[src/rtl/sysreg_trap_pkg.sv]
package sysreg_trap_pkg;

  typedef enum logic [2:0] {
    ACT_ALLOW       = 3'd0,
    ACT_UNDEF       = 3'd1,
    ACT_TRAP_L2_W64 = 3'd2,
    ACT_TRAP_L2_HYP = 3'd3,
    ACT_TRAP_L3     = 3'd4
  } action_e;

  // Strobes from the priority chain to the encoder; at most one is set.
  typedef struct packed {
    logic undef;
    logic trapL2;
    logic trapL3;
  } verdict_t;

  localparam int TRAP_CLASS = 3;

endpackage

[src/rtl/sysreg_trap_ctrl.sv]
module sysreg_trap_ctrl
  import sysreg_trap_pkg::*;
(
  input  logic [1:0] curLevel,
  input  logic       hasNarrowL1,
  input  logic       lvl2Enabled,
  input  logic       lvl3Present,
  input  logic       lvl3Wide,
  input  logic       l2CoprocTrap,
  input  logic       l2AccessTrap,
  input  logic       l3AccessTrap,
  input  logic       dbgUndefPrio,
  input  logic       dbgUndefActive,
  output verdict_t   verdict
);

  logic l3Gate;
  logic l3Early;
  logic l2Hit;

  assign l3Gate  = lvl3Present && lvl3Wide && l3AccessTrap;
  assign l3Early = dbgUndefPrio && l3Gate;
  assign l2Hit   = lvl2Enabled && (l2CoprocTrap || l2AccessTrap);

  always_comb begin
    verdict = '0;
    if (!hasNarrowL1) begin
      verdict.undef = 1'b1;
    end else begin
      unique case (curLevel)
        2'd0: verdict.undef = 1'b1;
        2'd1: begin
          if (l3Early)     verdict.undef  = 1'b1;
          else if (l2Hit)  verdict.trapL2 = 1'b1;
          else if (l3Gate) begin
            if (dbgUndefActive) verdict.undef  = 1'b1;
            else                verdict.trapL3 = 1'b1;
          end
        end
        2'd2: begin
          if (l3Early) verdict.undef = 1'b1;
          else if (l3Gate) begin
            if (dbgUndefActive) verdict.undef  = 1'b1;
            else                verdict.trapL3 = 1'b1;
          end
        end
        default: verdict = '0;
      endcase
    end
  end

endmodule

[src/rtl/sysreg_trap_dpath.sv]
module sysreg_trap_dpath
  import sysreg_trap_pkg::*;
#(
  parameter bit REG_OUT = 1'b1,
  parameter int SYN_W   = 6
) (
  input  logic             clk,
  input  logic             rstN,
  input  logic             reqValid,
  input  logic             reqWrite,
  input  logic             lvl2Wide,
  input  verdict_t         verdict,
  output logic             rspValid,
  output logic             rspWrite,
  output logic [2:0]       rspAction,
  output logic [SYN_W-1:0] rspSyndrome
);

  localparam logic [SYN_W-1:0] SYN_TRAP = SYN_W'(TRAP_CLASS);

  action_e          nextAct;
  logic [SYN_W-1:0] nextSyn;

  always_comb begin
    nextAct = ACT_ALLOW;
    if (reqValid) begin
      if (verdict.undef)       nextAct = ACT_UNDEF;
      else if (verdict.trapL2) nextAct = lvl2Wide ? ACT_TRAP_L2_W64 : ACT_TRAP_L2_HYP;
      else if (verdict.trapL3) nextAct = ACT_TRAP_L3;
    end
    nextSyn = (reqValid && (verdict.trapL2 || verdict.trapL3) && !verdict.undef)
              ? SYN_TRAP : '0;
  end

  generate
    if (REG_OUT) begin : g_reg
      always_ff @(posedge clk) begin
        if (!rstN) begin
          rspValid    <= 1'b0;
          rspWrite    <= 1'b0;
          rspAction   <= ACT_ALLOW;
          rspSyndrome <= '0;
        end else begin
          rspValid    <= reqValid;
          rspWrite    <= reqValid && reqWrite;
          rspAction   <= nextAct;
          rspSyndrome <= nextSyn;
        end
      end
    end else begin : g_comb
      assign rspValid    = reqValid;
      assign rspWrite    = reqValid && reqWrite;
      assign rspAction   = nextAct;
      assign rspSyndrome = nextSyn;
    end
  endgenerate

  AST_VERDICT_ONEHOT: assert property (@(posedge clk) disable iff (!rstN)
    $onehot0(verdict));
  AST_TRAP_SYNDROME: assert property (@(posedge clk) disable iff (!rstN)
    rspValid && (rspAction >= 3'd2) |-> rspSyndrome == SYN_TRAP);
  AST_IDLE_QUIET: assert property (@(posedge clk) disable iff (!rstN)
    !rspValid |-> (rspAction == 3'd0) && (rspSyndrome == '0));

endmodule

[src/rtl/sysreg_trap_arbiter.sv]
module sysreg_trap_arbiter
  import sysreg_trap_pkg::*;
#(
  parameter bit REG_OUT = 1'b1,
  parameter int SYN_W   = 6
) (
  input  logic             clk,
  input  logic             rstN,
  input  logic             reqValid,
  input  logic             reqWrite,
  input  logic [1:0]       curLevel,
  input  logic             hasNarrowL1,
  input  logic             lvl2Enabled,
  input  logic             lvl2Wide,
  input  logic             lvl3Present,
  input  logic             lvl3Wide,
  input  logic             l2CoprocTrap,
  input  logic             l2AccessTrap,
  input  logic             l3AccessTrap,
  input  logic             dbgUndefPrio,
  input  logic             dbgUndefActive,
  output logic             rspValid,
  output logic             rspWrite,
  output logic [2:0]       rspAction,
  output logic [SYN_W-1:0] rspSyndrome
);

  verdict_t verdict;

  sysreg_trap_ctrl u_ctrl (
    .curLevel       (curLevel),
    .hasNarrowL1    (hasNarrowL1),
    .lvl2Enabled    (lvl2Enabled),
    .lvl3Present    (lvl3Present),
    .lvl3Wide       (lvl3Wide),
    .l2CoprocTrap   (l2CoprocTrap),
    .l2AccessTrap   (l2AccessTrap),
    .l3AccessTrap   (l3AccessTrap),
    .dbgUndefPrio   (dbgUndefPrio),
    .dbgUndefActive (dbgUndefActive),
    .verdict        (verdict)
  );

  sysreg_trap_dpath #(.REG_OUT(REG_OUT), .SYN_W(SYN_W)) u_dpath (
    .clk         (clk),
    .rstN        (rstN),
    .reqValid    (reqValid),
    .reqWrite    (reqWrite),
    .lvl2Wide    (lvl2Wide),
    .verdict     (verdict),
    .rspValid    (rspValid),
    .rspWrite    (rspWrite),
    .rspAction   (rspAction),
    .rspSyndrome (rspSyndrome)
  );

  generate
    if (REG_OUT) begin : g_chk
      AST_NO_NARROW_UNDEF: assert property (@(posedge clk) disable iff (!rstN)
        reqValid && !hasNarrowL1 |=> rspAction == 3'd1);
      AST_LVL0_UNDEF: assert property (@(posedge clk) disable iff (!rstN)
        reqValid && curLevel == 2'd0 |=> rspAction == 3'd1);
      AST_LVL3_ALLOW: assert property (@(posedge clk) disable iff (!rstN)
        reqValid && hasNarrowL1 && curLevel == 2'd3 |=> rspAction == 3'd0);
      AST_LVL2_NO_L2TRAP: assert property (@(posedge clk) disable iff (!rstN)
        reqValid && curLevel == 2'd2 |=> rspAction != 3'd2 && rspAction != 3'd3);
      AST_VALID_FOLLOWS: assert property (@(posedge clk) disable iff (!rstN)
        reqValid |=> rspValid);
      AST_VALID_ONLY_AFTER_REQ: assert property (@(posedge clk) disable iff (!rstN)
        !reqValid |=> !rspValid);
    end
  endgenerate

endmodule

[config.mk]
export PLATFORM = sky130hd
export DESIGN_NAME = sysreg_trap_arbiter
export DESIGN_NICKNAME = d
export VERILOG_FILES = /design/src/rtl/sysreg_trap_pkg.sv /design/src/rtl/sysreg_trap_ctrl.sv /design/src/rtl/sysreg_trap_dpath.sv /design/src/rtl/sysreg_trap_arbiter.sv
export SDC_FILE = /design/constraint.sdc
export NUM_CORES = 1
export LEC_CHECK = 0
export ABC_AREA = 1
export BUFFER_PORTS_ARGS = -buffer_cell sky130_fd_sc_hd__buf_2
export CAP_MARGIN = 20
export CORE_AREA = 3 3 40 42
export DETAILED_ROUTE_END_ITERATION = 12
export DIE_AREA = 0 0 43 45
export GPL_TIMING_DRIVEN = 0
export PLACE_DENSITY = 0.62
export SYNTH_ARGS = -nofsm -noshare
export SYNTH_HDL_FRONTEND = slang
export SYNTH_HIERARCHICAL = 1
export SYNTH_SLANG_ARGS = --single-unit
[constraint.sdc]
create_clock -name clk -period 2.95 [get_ports clk]
set_input_delay 0.4425 -clock clk [delete_from_list [all_inputs] [get_ports clk]]
set_output_delay 0.4425 -clock clk [all_outputs]
set_load 0.005 [all_outputs]
==> run_results.csv <==
group,metric,value,unit
synth,netlist_instances,58,
detailed_routing,vias,395,
pwr,leakage,0.344,nW
timing,grt_setup_unrepaired,"no",
detailed_routing,drtAntennaViolNets,0,
timing,fin_crit,1.31,ns
clock_network,hold_buffers,0,
clock_network,post_cts_buffers,0,
critical_path,crit_type,"in -> reg",
critical_path,startpoint_type,"input port",
place,dpl.hpwl,701,um
global_route,grt_usage,9.73,%
pwr,combPwrFrac,18.9,%
synth,seq_area_frac_synth,30.7,%
clock_network,cts_resized,0,
place,io_buffer_count,22,
finish,num_antenna_cells,0,
clock_network,cts_tree,"done",
place,placed_area,532,um2
detailed_routing,drt-met1-wl,272,um
detailed_routing,met3_length,74,um
critical_path,crit_path_frequent_cell,"nor2_1",
timing,max_freq,761,MHz
place,placed_cells,98,
pwr,p_switching,0.0000466,W
finish,multi_input_area,189,um2
clock_network,clock_path_buffers,2,
pwr,p_int,0.000148,W
hold_path,holdCritStartpoint,"reqWrite",
hold_path,hold_path_depth,3,
place,place_ws,1.37,ns
detailed_routing,wl_met2,404,um
finish,fin_nets,108,
place,gp_congestion,0.683,
die,core,0.00128,mm2
hold_path,whs_endpoint,"u_dpath/rspWrite",
hold_path,min_path_type,"in -> reg",
critical_path,cp_cell_sequence,"buf_2 -> inv_1 -> ha_1 -> nand2_1 -> nor4_1 -> nor2_1 -> nor2_1",
finish,ff_latch_area,120,um2
die,rows,13,
clock_network,clk_pin_slew,0.05,ns
global_route,grt_remaining_overflow,0,
timing,fin_setup_tns,0,ns
detailed_routing,avgViaCountPerCell,3.91,
synth,asyncSetResetFlopFracSynth,0,%
global_route,grt_pass1_wl,1300,um
die,start_util,30.5,%
pwr,p_sw_share,24.0,%
synth,synth_commonest_cells,"inv_1, nand2_1, nor2_1, dfxtp_1, buf_4",
critical_path,cp_top_family,"simple AND/OR/NAND/NOR gates",
timing,hold_viol,0,
clock_network,clock-root-buffer,"clkbuf_4",
timing,worst_slack,1.64,ns
synth,synth.distinct_cells,16,
synth,yosysWarnings,6,
finish,syn_to_final_growth,41.5,%
critical_path,worst-endpoint-required,3.12,ns
clock_network,htreeDepth,1,
die,dieArea,0.00194,mm2
global_route,grt_start_max_net_pins,4,
synth,yosysMostFrequentCell,"inv_1",
critical_path,startpoint,"curLevel[0]",
die,pin_count,27,
critical_path,arrival,1.49,ns
timing,slew_viol_final,0,
global_route,antenna_found_initial,0,
timing,setup_viol_count_final,0,
detailed_routing,remaining_drc_errors,0,
synth,synth_edf_count,0,
synth,netlist_area,392,um2
die,die_height,45,um
detailed_routing,routed_wirelength,776,um
clock_network,cts.sinks,6,
clock_network,cts_made_buffers,3,
synth,synthDominantCellAreaShare,30.7,%
critical_path,cp_max_fo,3,
synth,synthTopCellsByArea,"dfxtp_1, ha_1, inv_1, nand2_1, buf_4",
critical_path,worstPathBufferInverterCount,2,
detailed_routing,drt_iter0_markers,7,
finish,fillCellCount,141,
finish,stdcell_area,554,um2
detailed_routing,top_layer_used,"met4",
synth,synth-seq-cells,6,
pwr,fin_total_pwr,0.000194,W
timing,finalCritPeriodShare,44.6,%
run_status,outcome,"finished clean",
die,die_x,43,um
synth,ys.flop_type,"dfxtp_1",
job,max_cap_viol_count,0,
pwr,clkPwrFrac,38.0,%
pwr,peakVddDrop,0.111,mV
critical_path,end_kind,"flop",
global_route,first_global_vias,338,
critical_path,cp_slowest_cell,"nor4_1",
synth,synth_top_cell_by_area,"dfxtp_1",
pwr,pwr-share-seq,43.1,%
detailed_routing,drt_first_pass_iters,4,
synth,avgSynthCellArea,6.75,um2
detailed_routing,avgRoutedWirePerCell,7.68,um
finish,layout.cells.non_filler,101,
pwr,powerDensity,351,mW/mm2
finish,drive_above_1_share,41.9,%
critical_path,slowest_delay,0.32,ns
==> power by group through the flow <==
| stage | clock, W | combinational [W] | sequential, W |
|---|---|---|---|
| final | 0.0000739 | 0.0000367 | 0.0000839 |
| after global routing | 0.0000851 | 0.0000428 | 0.0000840 |
| after CTS | 0.0000790 | 0.0000371 | 0.0000839 |
| after detailed placement | 0 | 0.0000370 | 0.0000855 |
| after global placement | 0 | 0.0000362 | 0.0000853 |
| after floorplan | 0 | 0.0000204 | 0.0000858 |
==> per-layer routing <==
layer	vias to the layer above	GRT usage [%]
li1	216	-
met2	15	15.3
met3	2	3.19
met5	-	0
met4	0	12.7
met1	162	8.87
==> cell usage in the layout, fill, tap and decap left out, drive strengths merged <==
cell	instances
a21oi	1
buf	27
clkbuf	3
conb	4
dfxtp	6
ha	4
inv	15
nand2	13
nand3	2
nand4	1
nor2	8
nor4	1
o21ai	1
==> registers in the layout (all words and copies together) (netlist names) <==
name and flops:
u_dpath/rspAction 3, u_dpath/rspSyndrome 1, u_dpath/rspValid 1, u_dpath/rspWrite 1
==> worst max-delay path by stage <==
stage / end / slack [ns] / cells after the start
after floorplan: u_dpath/rspAction[2] / 1.64 / 6
after global placement: u_dpath/rspAction[2] / 1.42 / 9
after detailed placement: u_dpath/rspSyndrome[0] / 1.37 / 7
after CTS: u_dpath/rspAction[2] / 1.63 / 7
after global routing: u_dpath/rspAction[2] / 1.45 / 9
final: u_dpath/rspSyndrome[0] / 1.64 / 7
==> cell type report <==
type                    count  area share (%)
multi-input cells          35            34.1
flip-flops and latches      6            21.7
repair buffers             22            19.9
inverters                  15            10.2
plain buffers               5            6.77
clock buffers               3            4.06
well taps                  15            3.39
==> logic make-up after synthesis <==
| logic type | after synthesis | synth area share, % |
|---|---|---|
| AOI/OAI and AO/OA | 2 | 2.55 |
| adders and majority gates | 4 | 12.8 |
| buffers and inverters | 20 | 24.0 |
| DFF | 6 | 30.7 |
| other | 1 | 0.958 |
| and+or+nand+nor | 25 | 29.1 |
==> per-stage QoR <==
step	hold slack, ns	utilization (%)
6_report	0.419	43.1
3_5_place_dp	0.666	41.4
3_3_place_gp	0.659	41.4
5_1_grt	0.425	43.1
4_1_cts	0.411	43.1
2_1_floorplan	0.555	-
Power figures use the tool's default switching activity.
